**config.mk**
```make
export PLATFORM = sky130hd
export DESIGN_NAME = sdram_init_seq
export DESIGN_NICKNAME = d
export VERILOG_FILES = /design/src/rtl/sdram_init_pkg.sv /design/src/rtl/init_wait_timer.sv /design/src/rtl/init_phase_fsm.sv /design/src/rtl/init_cmd_encoder.sv /design/src/rtl/sdram_init_seq.sv
export SDC_FILE = /design/constraint.sdc
export NUM_CORES = 1
export LEC_CHECK = 0
export ABC_AREA = 1
export BUFFER_PORTS_ARGS = -buffer_cell sky130_fd_sc_hd__buf_4
export CORE_MARGIN = 5
export CORE_UTILIZATION = 57
export DETAILED_ROUTE_END_ITERATION = 16
export PLACE_DENSITY = 0.83
export SYNTH_ARGS = -nofsm -noshare
export SYNTH_HDL_FRONTEND = slang
export SYNTH_SLANG_ARGS = --single-unit
```
**constraint.sdc**
```tcl
create_clock -name clk -period 4.3 [get_ports clk]
set_input_delay 0 -clock clk [delete_from_list [all_inputs] [get_ports clk]]
set_output_delay 0 -clock clk [all_outputs]
set_load 0.02 [all_outputs]
```
**src/rtl/sdram_init_pkg.sv**
```systemverilog
package sdram_init_pkg;

    // Pin pattern {cs_n, ras_n, cas_n, we_n}
    typedef enum logic [3:0] {
        CMD_LMR = 4'b0000,
        CMD_REF = 4'b0001,
        CMD_PRE = 4'b0010,
        CMD_NOP = 4'b0111,
        CMD_INH = 4'b1111
    } cmd_t;

    typedef enum logic [3:0] {
        PH_IDLE, PH_QUIET, PH_PRE, PH_WRP, PH_REF1, PH_WRC1,
        PH_REF2, PH_WRC2, PH_MRS, PH_WMRD, PH_DONE
    } phase_t;

    typedef struct packed {
        cmd_t        cmd;
        logic [12:0] addr;
        logic [1:0]  ba;
    } pin_bundle_t;

    localparam int ALL_BANK_BIT = 10;

    function automatic int max4(input int a, input int b, input int c, input int d);
        int m;
        m = a;
        if (b > m) m = b;
        if (c > m) m = c;
        if (d > m) m = d;
        return m;
    endfunction

    // Reserved positions and bit 12 are forced low
    function automatic logic [12:0] mode_to_addr(input logic [9:0] mw);
        return {3'b000, mw};
    endfunction

    function automatic logic [12:0] precharge_addr();
        logic [12:0] a;
        a = '0;
        a[ALL_BANK_BIT] = 1'b1;
        return a;
    endfunction

endpackage

```
**src/rtl/init_wait_timer.sv**
```systemverilog
module init_wait_timer #(
    parameter int CW = 8
) (
    input  logic          clk,
    input  logic          rst,
    input  logic          load,
    input  logic [CW-1:0] load_val,
    output logic          expired
);
    logic [CW-1:0] cnt;

    always_ff @(posedge clk) begin
        if (rst)
            cnt <= '0;
        else if (load)
            cnt <= load_val;
        else if (cnt != '0)
            cnt <= cnt - CW'(1);
    end

    assign expired = (cnt == '0);

    a_r4_timer_load: assert property (@(posedge clk) disable iff (rst)
        load |=> (cnt == $past(load_val)));

    a_r4_timer_step: assert property (@(posedge clk) disable iff (rst)
        (!load && cnt != '0) |=> (cnt == $past(cnt) - CW'(1)));

endmodule

```
**src/rtl/init_phase_fsm.sv**
```systemverilog
module init_phase_fsm
    import sdram_init_pkg::*;
#(
    parameter int CW          = 8,
    parameter int STARTUP_CYC = 100,
    parameter int T_RP        = 3,
    parameter int T_RC        = 8,
    parameter int T_MRD       = 2
) (
    input  logic          clk,
    input  logic          rst,
    input  logic          pwr_ok,
    input  logic          tmr_expired,
    output phase_t        phase,
    output logic          tmr_load,
    output logic [CW-1:0] tmr_val
);
    localparam logic [CW-1:0] V_START = CW'(STARTUP_CYC - 1);
    localparam logic [CW-1:0] V_RP    = CW'(T_RP - 1);
    localparam logic [CW-1:0] V_RC    = CW'(T_RC - 1);
    localparam logic [CW-1:0] V_MRD   = CW'(T_MRD - 1);

    phase_t nxt;

    always_comb begin
        nxt      = phase;
        tmr_load = 1'b0;
        tmr_val  = '0;
        unique case (phase)
            PH_IDLE:  if (pwr_ok) begin nxt = PH_QUIET; tmr_load = 1'b1; tmr_val = V_START; end
            PH_QUIET: if (tmr_expired) nxt = PH_PRE;
            PH_PRE:   begin nxt = PH_WRP;  tmr_load = 1'b1; tmr_val = V_RP;  end
            PH_WRP:   if (tmr_expired) nxt = PH_REF1;
            PH_REF1:  begin nxt = PH_WRC1; tmr_load = 1'b1; tmr_val = V_RC;  end
            PH_WRC1:  if (tmr_expired) nxt = PH_REF2;
            PH_REF2:  begin nxt = PH_WRC2; tmr_load = 1'b1; tmr_val = V_RC;  end
            PH_WRC2:  if (tmr_expired) nxt = PH_MRS;
            PH_MRS:   begin nxt = PH_WMRD; tmr_load = 1'b1; tmr_val = V_MRD; end
            PH_WMRD:  if (tmr_expired) nxt = PH_DONE;
            PH_DONE:  nxt = PH_DONE;
            default:  nxt = PH_IDLE;
        endcase
    end

    always_ff @(posedge clk) begin
        if (rst) phase <= PH_IDLE;
        else     phase <= nxt;
    end

    a_r10_idle_hold: assert property (@(posedge clk) disable iff (rst)
        (phase == PH_IDLE && !pwr_ok) |=> (phase == PH_IDLE));

    a_r8_done_sticky: assert property (@(posedge clk) disable iff (rst)
        (phase == PH_DONE) |=> (phase == PH_DONE));

    a_r5_ref_pair: assert property (@(posedge clk) disable iff (rst)
        (phase == PH_REF2) |-> ($past(phase) == PH_WRC1));

endmodule

```
**src/rtl/init_cmd_encoder.sv**
```systemverilog
module init_cmd_encoder
    import sdram_init_pkg::*;
(
    input  logic        clk,
    input  logic        rst,
    input  phase_t      phase,
    input  logic [9:0]  mode_word,
    output pin_bundle_t pins,
    output logic        ready,
    output logic        ready_pulse
);
    pin_bundle_t nxt;

    always_comb begin
        nxt.cmd  = CMD_NOP;
        nxt.addr = '0;
        nxt.ba   = '0;
        unique case (phase)
            PH_IDLE: nxt.cmd = CMD_INH;
            PH_PRE:  begin nxt.cmd = CMD_PRE; nxt.addr = precharge_addr(); end
            PH_REF1, PH_REF2: nxt.cmd = CMD_REF;
            PH_MRS:  begin nxt.cmd = CMD_LMR; nxt.addr = mode_to_addr(mode_word); end
            default: nxt.cmd = CMD_NOP;
        endcase
    end

    always_ff @(posedge clk) begin
        if (rst) begin
            pins.cmd    <= CMD_INH;
            pins.addr   <= '0;
            pins.ba     <= '0;
            ready       <= 1'b0;
            ready_pulse <= 1'b0;
        end else begin
            pins        <= nxt;
            ready       <= (phase == PH_DONE);
            ready_pulse <= (phase == PH_DONE) && !ready;
        end
    end

endmodule

```
**src/rtl/sdram_init_seq.sv**
```systemverilog
module sdram_init_seq
    import sdram_init_pkg::*;
#(
    parameter int CLK_MHZ    = 100,
    parameter int STARTUP_US = 100,
    parameter int T_RP       = 3,
    parameter int T_RC       = 8,
    parameter int T_MRD      = 2
) (
    input  logic        clk,
    input  logic        rst,
    input  logic        pwr_stable,
    input  logic [9:0]  mode_word,
    output logic        cs_n,
    output logic        ras_n,
    output logic        cas_n,
    output logic        we_n,
    output logic [12:0] addr,
    output logic [1:0]  ba,
    output logic        ready,
    output logic        ready_pulse
);
    localparam int STARTUP_CYC = CLK_MHZ * STARTUP_US;
    localparam int MAXW        = max4(STARTUP_CYC, T_RP, T_RC, T_MRD);
    localparam int CW          = $clog2(MAXW + 1);

    phase_t        phase;
    logic          tmr_load, tmr_expired;
    logic [CW-1:0] tmr_val;
    pin_bundle_t   pins;

    init_wait_timer #(.CW(CW)) u_timer (
        .clk(clk), .rst(rst), .load(tmr_load), .load_val(tmr_val), .expired(tmr_expired)
    );

    init_phase_fsm #(
        .CW(CW), .STARTUP_CYC(STARTUP_CYC), .T_RP(T_RP), .T_RC(T_RC), .T_MRD(T_MRD)
    ) u_fsm (
        .clk(clk), .rst(rst), .pwr_ok(pwr_stable), .tmr_expired(tmr_expired),
        .phase(phase), .tmr_load(tmr_load), .tmr_val(tmr_val)
    );

    init_cmd_encoder u_enc (
        .clk(clk), .rst(rst), .phase(phase), .mode_word(mode_word),
        .pins(pins), .ready(ready), .ready_pulse(ready_pulse)
    );

    assign {cs_n, ras_n, cas_n, we_n} = pins.cmd;
    assign addr = pins.addr;
    assign ba   = pins.ba;

    initial begin
        a_r2_params: assert (STARTUP_CYC >= 1 && T_RP >= 1 && T_RC >= 1 && T_MRD >= 1);
    end

    a_r3_pre_all: assert property (@(posedge clk) disable iff (rst)
        ({cs_n, ras_n, cas_n, we_n} == 4'b0010) |-> addr[10]);

    a_r6_lmr_addr: assert property (@(posedge clk) disable iff (rst)
        ({cs_n, ras_n, cas_n, we_n} == 4'b0000) |-> (addr[12:10] == 3'b000 && ba == 2'b00));

    a_r8_ready_sticky: assert property (@(posedge clk) disable iff (rst)
        ready |=> ready);

    a_r7_pulse_edge: assert property (@(posedge clk) disable iff (rst)
        ready_pulse |-> $rose(ready));

    a_r8_quiet_after: assert property (@(posedge clk) disable iff (rst)
        ready |-> ({cs_n, ras_n, cas_n, we_n} == 4'b0111 && addr == '0));

endmodule

```
# --- Word-level counts from Yosys, hierarchy flattened ---
# Index checks and enable logic that the tools add are counted.
op_classes:
  add_sub_neg: 1
  eq_ne: 16
  muxes: 15
  n_reduce_logical: 9
ops:
  columns: ["operator", "n"]
  rows:
  - ["$pmux W14 S4", 1]
  - ["$pmux W4 S11", 1]
  - ["$mux W14", 3]
  - ["$mux W4", 6]
  - ["$pmux W11 S2", 1]
  - ["$eq A4 B3 Y1 const B", 4]
  - ["$pmux W4 S4", 1]
  - ["$logic_not A14 Y1", 1]
  - ["$reduce_bool A14 Y1", 1]
  - ["$sub A14 B1 Y14 const B", 1]
  - ["$eq A4 B4 Y1 const B", 3]
  - ["$ne A2 B2 Y1 const B", 6]
  - ["$eq A4 B2 Y1 const B", 2]
  - ["$reduce_and A6 Y1", 1]
  - ["$eq A4 B1 Y1 const B", 1]
  - ["$logic_not A4 Y1", 1]
  - ["$reduce_or A4 Y1", 1]
  - ["$pmux W1 S2", 1]
  - ["$reduce_bool A2 Y1", 1]
  - ["$reduce_or A2 Y1", 1]
  - ["$logic_and A1 B1 Y1", 1]
  - ["$logic_not A1 Y1", 1]
  - ["$mux W1", 1]
totals:
  ff_bits: 37
  output_inout_bits: 21

# --- Logic depth before layout (Yosys ltp) ---
depth:
  ltp_word: 4
  depth_mapped: 11

# --- By module ---
# A second synthesis with hierarchy kept.
hier_totals:
  hier_cells: 283
  area_unflattened_um2: 1946.9
modules_own_cells:
  columns: ["module", "n_inst", "cells_each", "area_per_inst_um2"]
  rows:
  - ["init_wait_timer", 1, 158, 1003.5]
  - ["init_cmd_encoder", 1, 67, 590.6]
  - ["init_phase_fsm", 1, 58, 352.8]

# --- Least setup slack after synthesis ---
# Ideal clock, no wire load.
synth_timing:
  path_type: "reg-to-reg"
  start: "register u_timer.cnt[0]"
  end: "register u_timer.cnt[1]"
  setup_ns: 0.132
  arrival_time_ns: 1.236
  required_ns: 4.168
  slack_ns: 2.932
  path_stages_with_launch: 10
  n_path_buf: 0
  period_less_slack_ns: 1.368
  path_cell_list: "dfxtp_1 -> inv_1 -> ha_1 -> nand2_2 -> nor2_4 -> inv_1 -> nor2_2 -> nand2_4 -> o21ai_1 -> a21oi_1"
synth_between:
  elab_chain_cells: 3
  word_cells_on_any_way: 5
synth_rtl:
  columns: ["element", "line", "text"]
  rows:
  - ["from (decl)", "init_wait_timer.sv:10", "logic [CW-1:0] cnt;"]
  - ["from (signal assigned)", "init_wait_timer.sv:16", "cnt <= load_val;"]
  - ["from (signal assigned)", "init_wait_timer.sv:18", "cnt <= cnt - CW'(1);"]
  - ["$sub A14 B1 Y14", "init_wait_timer.sv:18", null]
  - ["$mux W14", "init_wait_timer.sv:17", "else if (cnt != '0)"]
  - ["$mux W14", "init_wait_timer.sv:15", "else if (load)"]
# Parallel ways exist; a longest one is shown, timed or not. The select of a mux whose other input is x is not followed.
# A chain may end at the register's enable or synchronous reset.

# --- Final worst setup path ---
layout_timing:
  start: "register u_fsm.phase[1]"
  end: "register u_timer.cnt[8]"
layout_between:
  elab_chain_cells: 4
  word_cells_on_any_way: 11
layout_rtl:
  columns: ["element", "line", "text"]
  rows:
  - ["from (decl)", "init_phase_fsm.sv:14", "output phase_t phase,"]
  - ["from (signal assigned)", "init_phase_fsm.sv:47", "else phase <= nxt;"]
  - ["$eq A4 B2 Y1, or another cell as far along", "init_phase_fsm.sv:29", "unique case (phase)"]
  - ["$reduce_or A4 Y1 (no source line) / $reduce_or A2 Y1 (equally long branches)", null, null]
  - ["$pmux W1 S2 / $pmux W14 S4 (equally long branches)", "init_phase_fsm.sv:29", null]
  - ["$mux W14 / $reduce_bool A2 Y1 (equally long branches)", null, null]
# Parallel ways exist; a longest one is shown, timed or not.

==> impl_summary.txt <==
----------------------------------------------------
[Logic synthesis]
  Synth Register Bits ... 35
  Adder-Cell Fraction of Synth Area ... 0.00760
  Share of the synthesized area in compound gates (AO/OA/AOI/OAI) ... 0.0722
  Area fraction in and, or, nand and nor cells after synthesis ... 0.360
  Most frequently used flop master after synthesis ... dfxtp_1
  Cell accounting for the most synthesized area ... dfxtp_1
  Number of distinct library cell variants in the gate-level netlist after synthesis ... 26
  Cell area after synthesis ... roughly 0.0016 mm2
  Average cell area after synthesis ... 7.03 um2
  Synth Warn # ... 0
  Asr flop ratio synth ... 0
  Area share of the leading cell type in the synthesized netlist ... 0.426
  Post-synthesis share of cell area spent on xor and xnor gates ... 0.0160
  Syn Inst Count ... 234
  Combinational family with the most area after synthesis ... simple AND/OR/NAND/NOR gates
  Biggest area contributors in the synthesized netlist ... dfxtp_1 (43%), nand2_1 (11%), nor2_1 (8.4%)
  Share of synthesized area occupied by flip-flops and latches ... 0.426
  Proportion of synthesized area in mux cells ... 0
  Number of enable-type register cells in the synthesized netlist ... 0

[Drt]
  Final routed DRC violation total ... 0
  Starting DRT DRC Count ... 98
  Routed wire per std cell ... 12.8 um
  Routed wire length ... 3930 um
  Length of the first detailed-routing pass in iterations ... 4
  Number of vias in the routed layout ... 1537
  Mean number of vias per cell ... 5.02
  Remaining number of nets flagged by the antenna check after routing ... 0

[Min path]
  Number of cells traversed by the worst hold path ... 4
  Worst hold-check path type ... in2reg

[Worst setup path]
  Count of buffer and inverter cells on the critical path ... 1
  Arrival time of data at the critical path endpoint ... about 1.9 ns
  Number of cells on the critical path ... 8
  Most common cell on crit path ... nor2_2
  Worst-path fanout max ... 12
  Max stage delay cell, worst path ... nor2_2
  Endpoint of the most critical setup path ... u_timer.cnt[8]
  Critical Path Start ... u_fsm.phase[1]
  Critical path class ... reg2reg
  Type of destination of the critical path ... flip-flop
  Required @ worst endpoint ... 4.54 ns
  Worst Setup Start Kind ... flip-flop
  Worst path top cell family by delay ... simple AND/OR/NAND/NOR gates
  Worst flop-to-flop path endpoint ... u_timer.cnt[8]
  Worst path max stage delay ... 0.41 ns
  R2r setup slk ... 2.64 ns
  Crit path cell chain ... nor2_2 > nand2_2 > nor2_2 > nor2_2 > inv_4 > nand3_2 > nand2_1 > a21oi_1
  Depth of the worst register-to-register path ... 8
  Source of the worst register-to-register timing path ... u_fsm.phase[1]

[Die]
  Width of the chip ... 63.7 um
  Starting density of the core ... 0.597
  Number of I/O pins ... 34
  Floorplan die area ... 0.00406 mm2
  Height of the chip ... 63.7 um
  Placeable core region ... approximately 0.0028 mm2
  FP Rows ... 19

[Placed design]
  DP HPWL ... around 2500 um
  Weighted congestion at the end of routability-driven global placement ... around 0.86
  IO Port Bufs ... 29

[Clock network]
  Clock root cell ... clkbuf_4
  Clock transition time at the flip-flop clock pins of the worst setup and hold paths ... 0.11 ns
  Maximum clock path buffer count ... 2
  Clock Sinks ... 35
  CTS Buf Count ... 5
  Quantity of gates resized following cts ... 0
  Clock tree from TritonCTS ... done
  Total number of H-tree levels ... 2
  Source-to-sink clock delay at the later pin of the worst-skew pair ... roughly 0.35 ns

[Timing]
  Total count of max-transition violations in the final report ... 0
  Setup repair after global routing missed its margin ... no
  Post-route clock skew ... 0.00642 ns
  Tcrit/Tclk final ... 0.387
  Setup TNS ... 0 ns
  Pin slew with the least headroom to its limit ... 0.497 ns
  Minimum clock period ... 1.66 ns
  Timing-limited maximum frequency ... roughly 600 MHz
  Final hold vios ... 0
  Worst rel slew slack ... 0.666
  Final setup violation count ... 0

[Layout]
  Share of post-route cells with drive strength above 1 ... 0.200
  Count of antenna diodes in the layout ... 0
  Area growth from synthesis to layout ... 23.9%
  Number of nets in the layout ... approximately 290
  Final cell utilization of the core ... 0.739

[Job]
  Max_cap viols ... 0

[Power and ir drop]
  Pwr/cell area ... 786 mW/mm2
  Worst IR drop on VDD ... ~0.68 mV
  LEAKAGE ... 1.01 nW

[Run status]
  Outcome ... complete, no violations

[Global route]
  Antenna violations before repair ... 0
  Maximum number of pins on one net before global-route repair ... 13
  GRT Overall Usage ... 0.210
  Wire length of the first global-routing pass ... between 6000 and 7000 um
  Number of global-route vias before repair ... 1433
  GRT overflow ... 0

----------------------------------------------------
==> layout make-up <==
type                            count  area (um2)
Clock buffer                        6        51.3
Clock inverter                      2        35.0
Fill cell                         200         719
Inverter                           31         119
Multi-Input combinational cell    161         766
Sequential cell                    35         701
Tap cell                           31        38.8
Timing Repair Buffer               40         328
==> synthesized netlist by cell type, types with 4 or more instances <==
cell     number
a21oi_1      13
buf_4         5
dfxtp_1      35
inv_1        30
nand2_1      49
nand2_2       4
nand3_1      19
nand4_1       4
nor2_1       37
nor2_2        8
nor3_1        5
o21ai_0       4
==> per-layer routing <==
layer,routed length (um),global-route usage,share of wire,up-vias
met2,1920,0.341,0.49,40
met1,1750,0.249,0.44,687
met5,0,0,0,-
met3,192,0.0675,0.049,7
met4,68,0.0961,0.017,0
li1,-,-,-,803
==> worst min-delay path: stages <==
cell,delay (ns)
buf_4,0.10
nor2_2,0.04
nor2_2,0.20
nor4_1,0.09
==> placed cells by master, fill, tap and decap left out, types with 3 or more instances in the layout <==
cell / count
nor2_1: 37
clkbuf_4: 5
buf_4: 29
dfxtp_1: 35
nand3_1: 19
xor2_1: 3
a21oi_1: 13
nand4_1: 4
nor2_2: 8
conb_1: 4
nand2_2: 4
o21ai_0: 4
nand2_1: 49
inv_1: 30
nor3_1: 5
dlygate4sd3_1: 11
==> worst min path at each step <==
stage | startpoint | endpoint | slack (ns)
after CTS | pwr_stable | u_timer.cnt[4] | 0.1
after global routing | pwr_stable | u_timer.cnt[4] | 0.11
after global placement | mode_word[3] | u_enc.pins[5] | 0.23
after floorplan | mode_word[8] | u_enc.pins[10] | 0.13
final | pwr_stable | u_timer.cnt[4] | 0.12
after detailed placement | mode_word[7] | u_enc.pins[9] | 0.24
==> where the power goes <==
group	internal [mW]	total (mW)	switching, mW
combinational	0.297	0.853	0.556
clock	0.137	0.256	0.119
sequential	0.414	0.493	0.0789
total	0.848	1.60	0.754
==> per-stage QoR <==
step | instances | hold WS (ns) | setup slack, ns | power (mW) | area (um2)
global placement | 287 | 0.230 | 2.66 | 1.32 | 1840
global route | 306 | 0.114 | 2.45 | 1.75 | 2040
finish | 306 | 0.116 | 2.64 | 1.60 | 2040
floorplan | 237 | 0.126 | 2.93 | 1.18 | 1660
CTS | 306 | 0.0959 | 2.65 | 1.59 | 2040
detailed placement | 287 | 0.239 | 2.67 | 1.32 | 1840
==> sequential cells by signal, summed over array words and instances, names as in the netlist <==
name	cells
u_fsm.phase	4
u_timer.cnt	14
u_enc.ready_pulse	1
u_enc.pins	15
u_enc.ready	1
==> repair_timing <==
action | CTS | global route
setup buffers | 0 | 0
endpoints found under the hold margin | 19 | 0
hold buffers | 11 | 0
==> logic make-up (layout without fill, tap and decap cells) <==
logic type,Yosys count,after routing
simple gates,131,131
buf+inv,41,79
flops,35,35
compound gates,22,22
xor+xnor,3,3
fa+ha+maj,1,1
other cells,1,4
(Power assumes the default switching activity.)
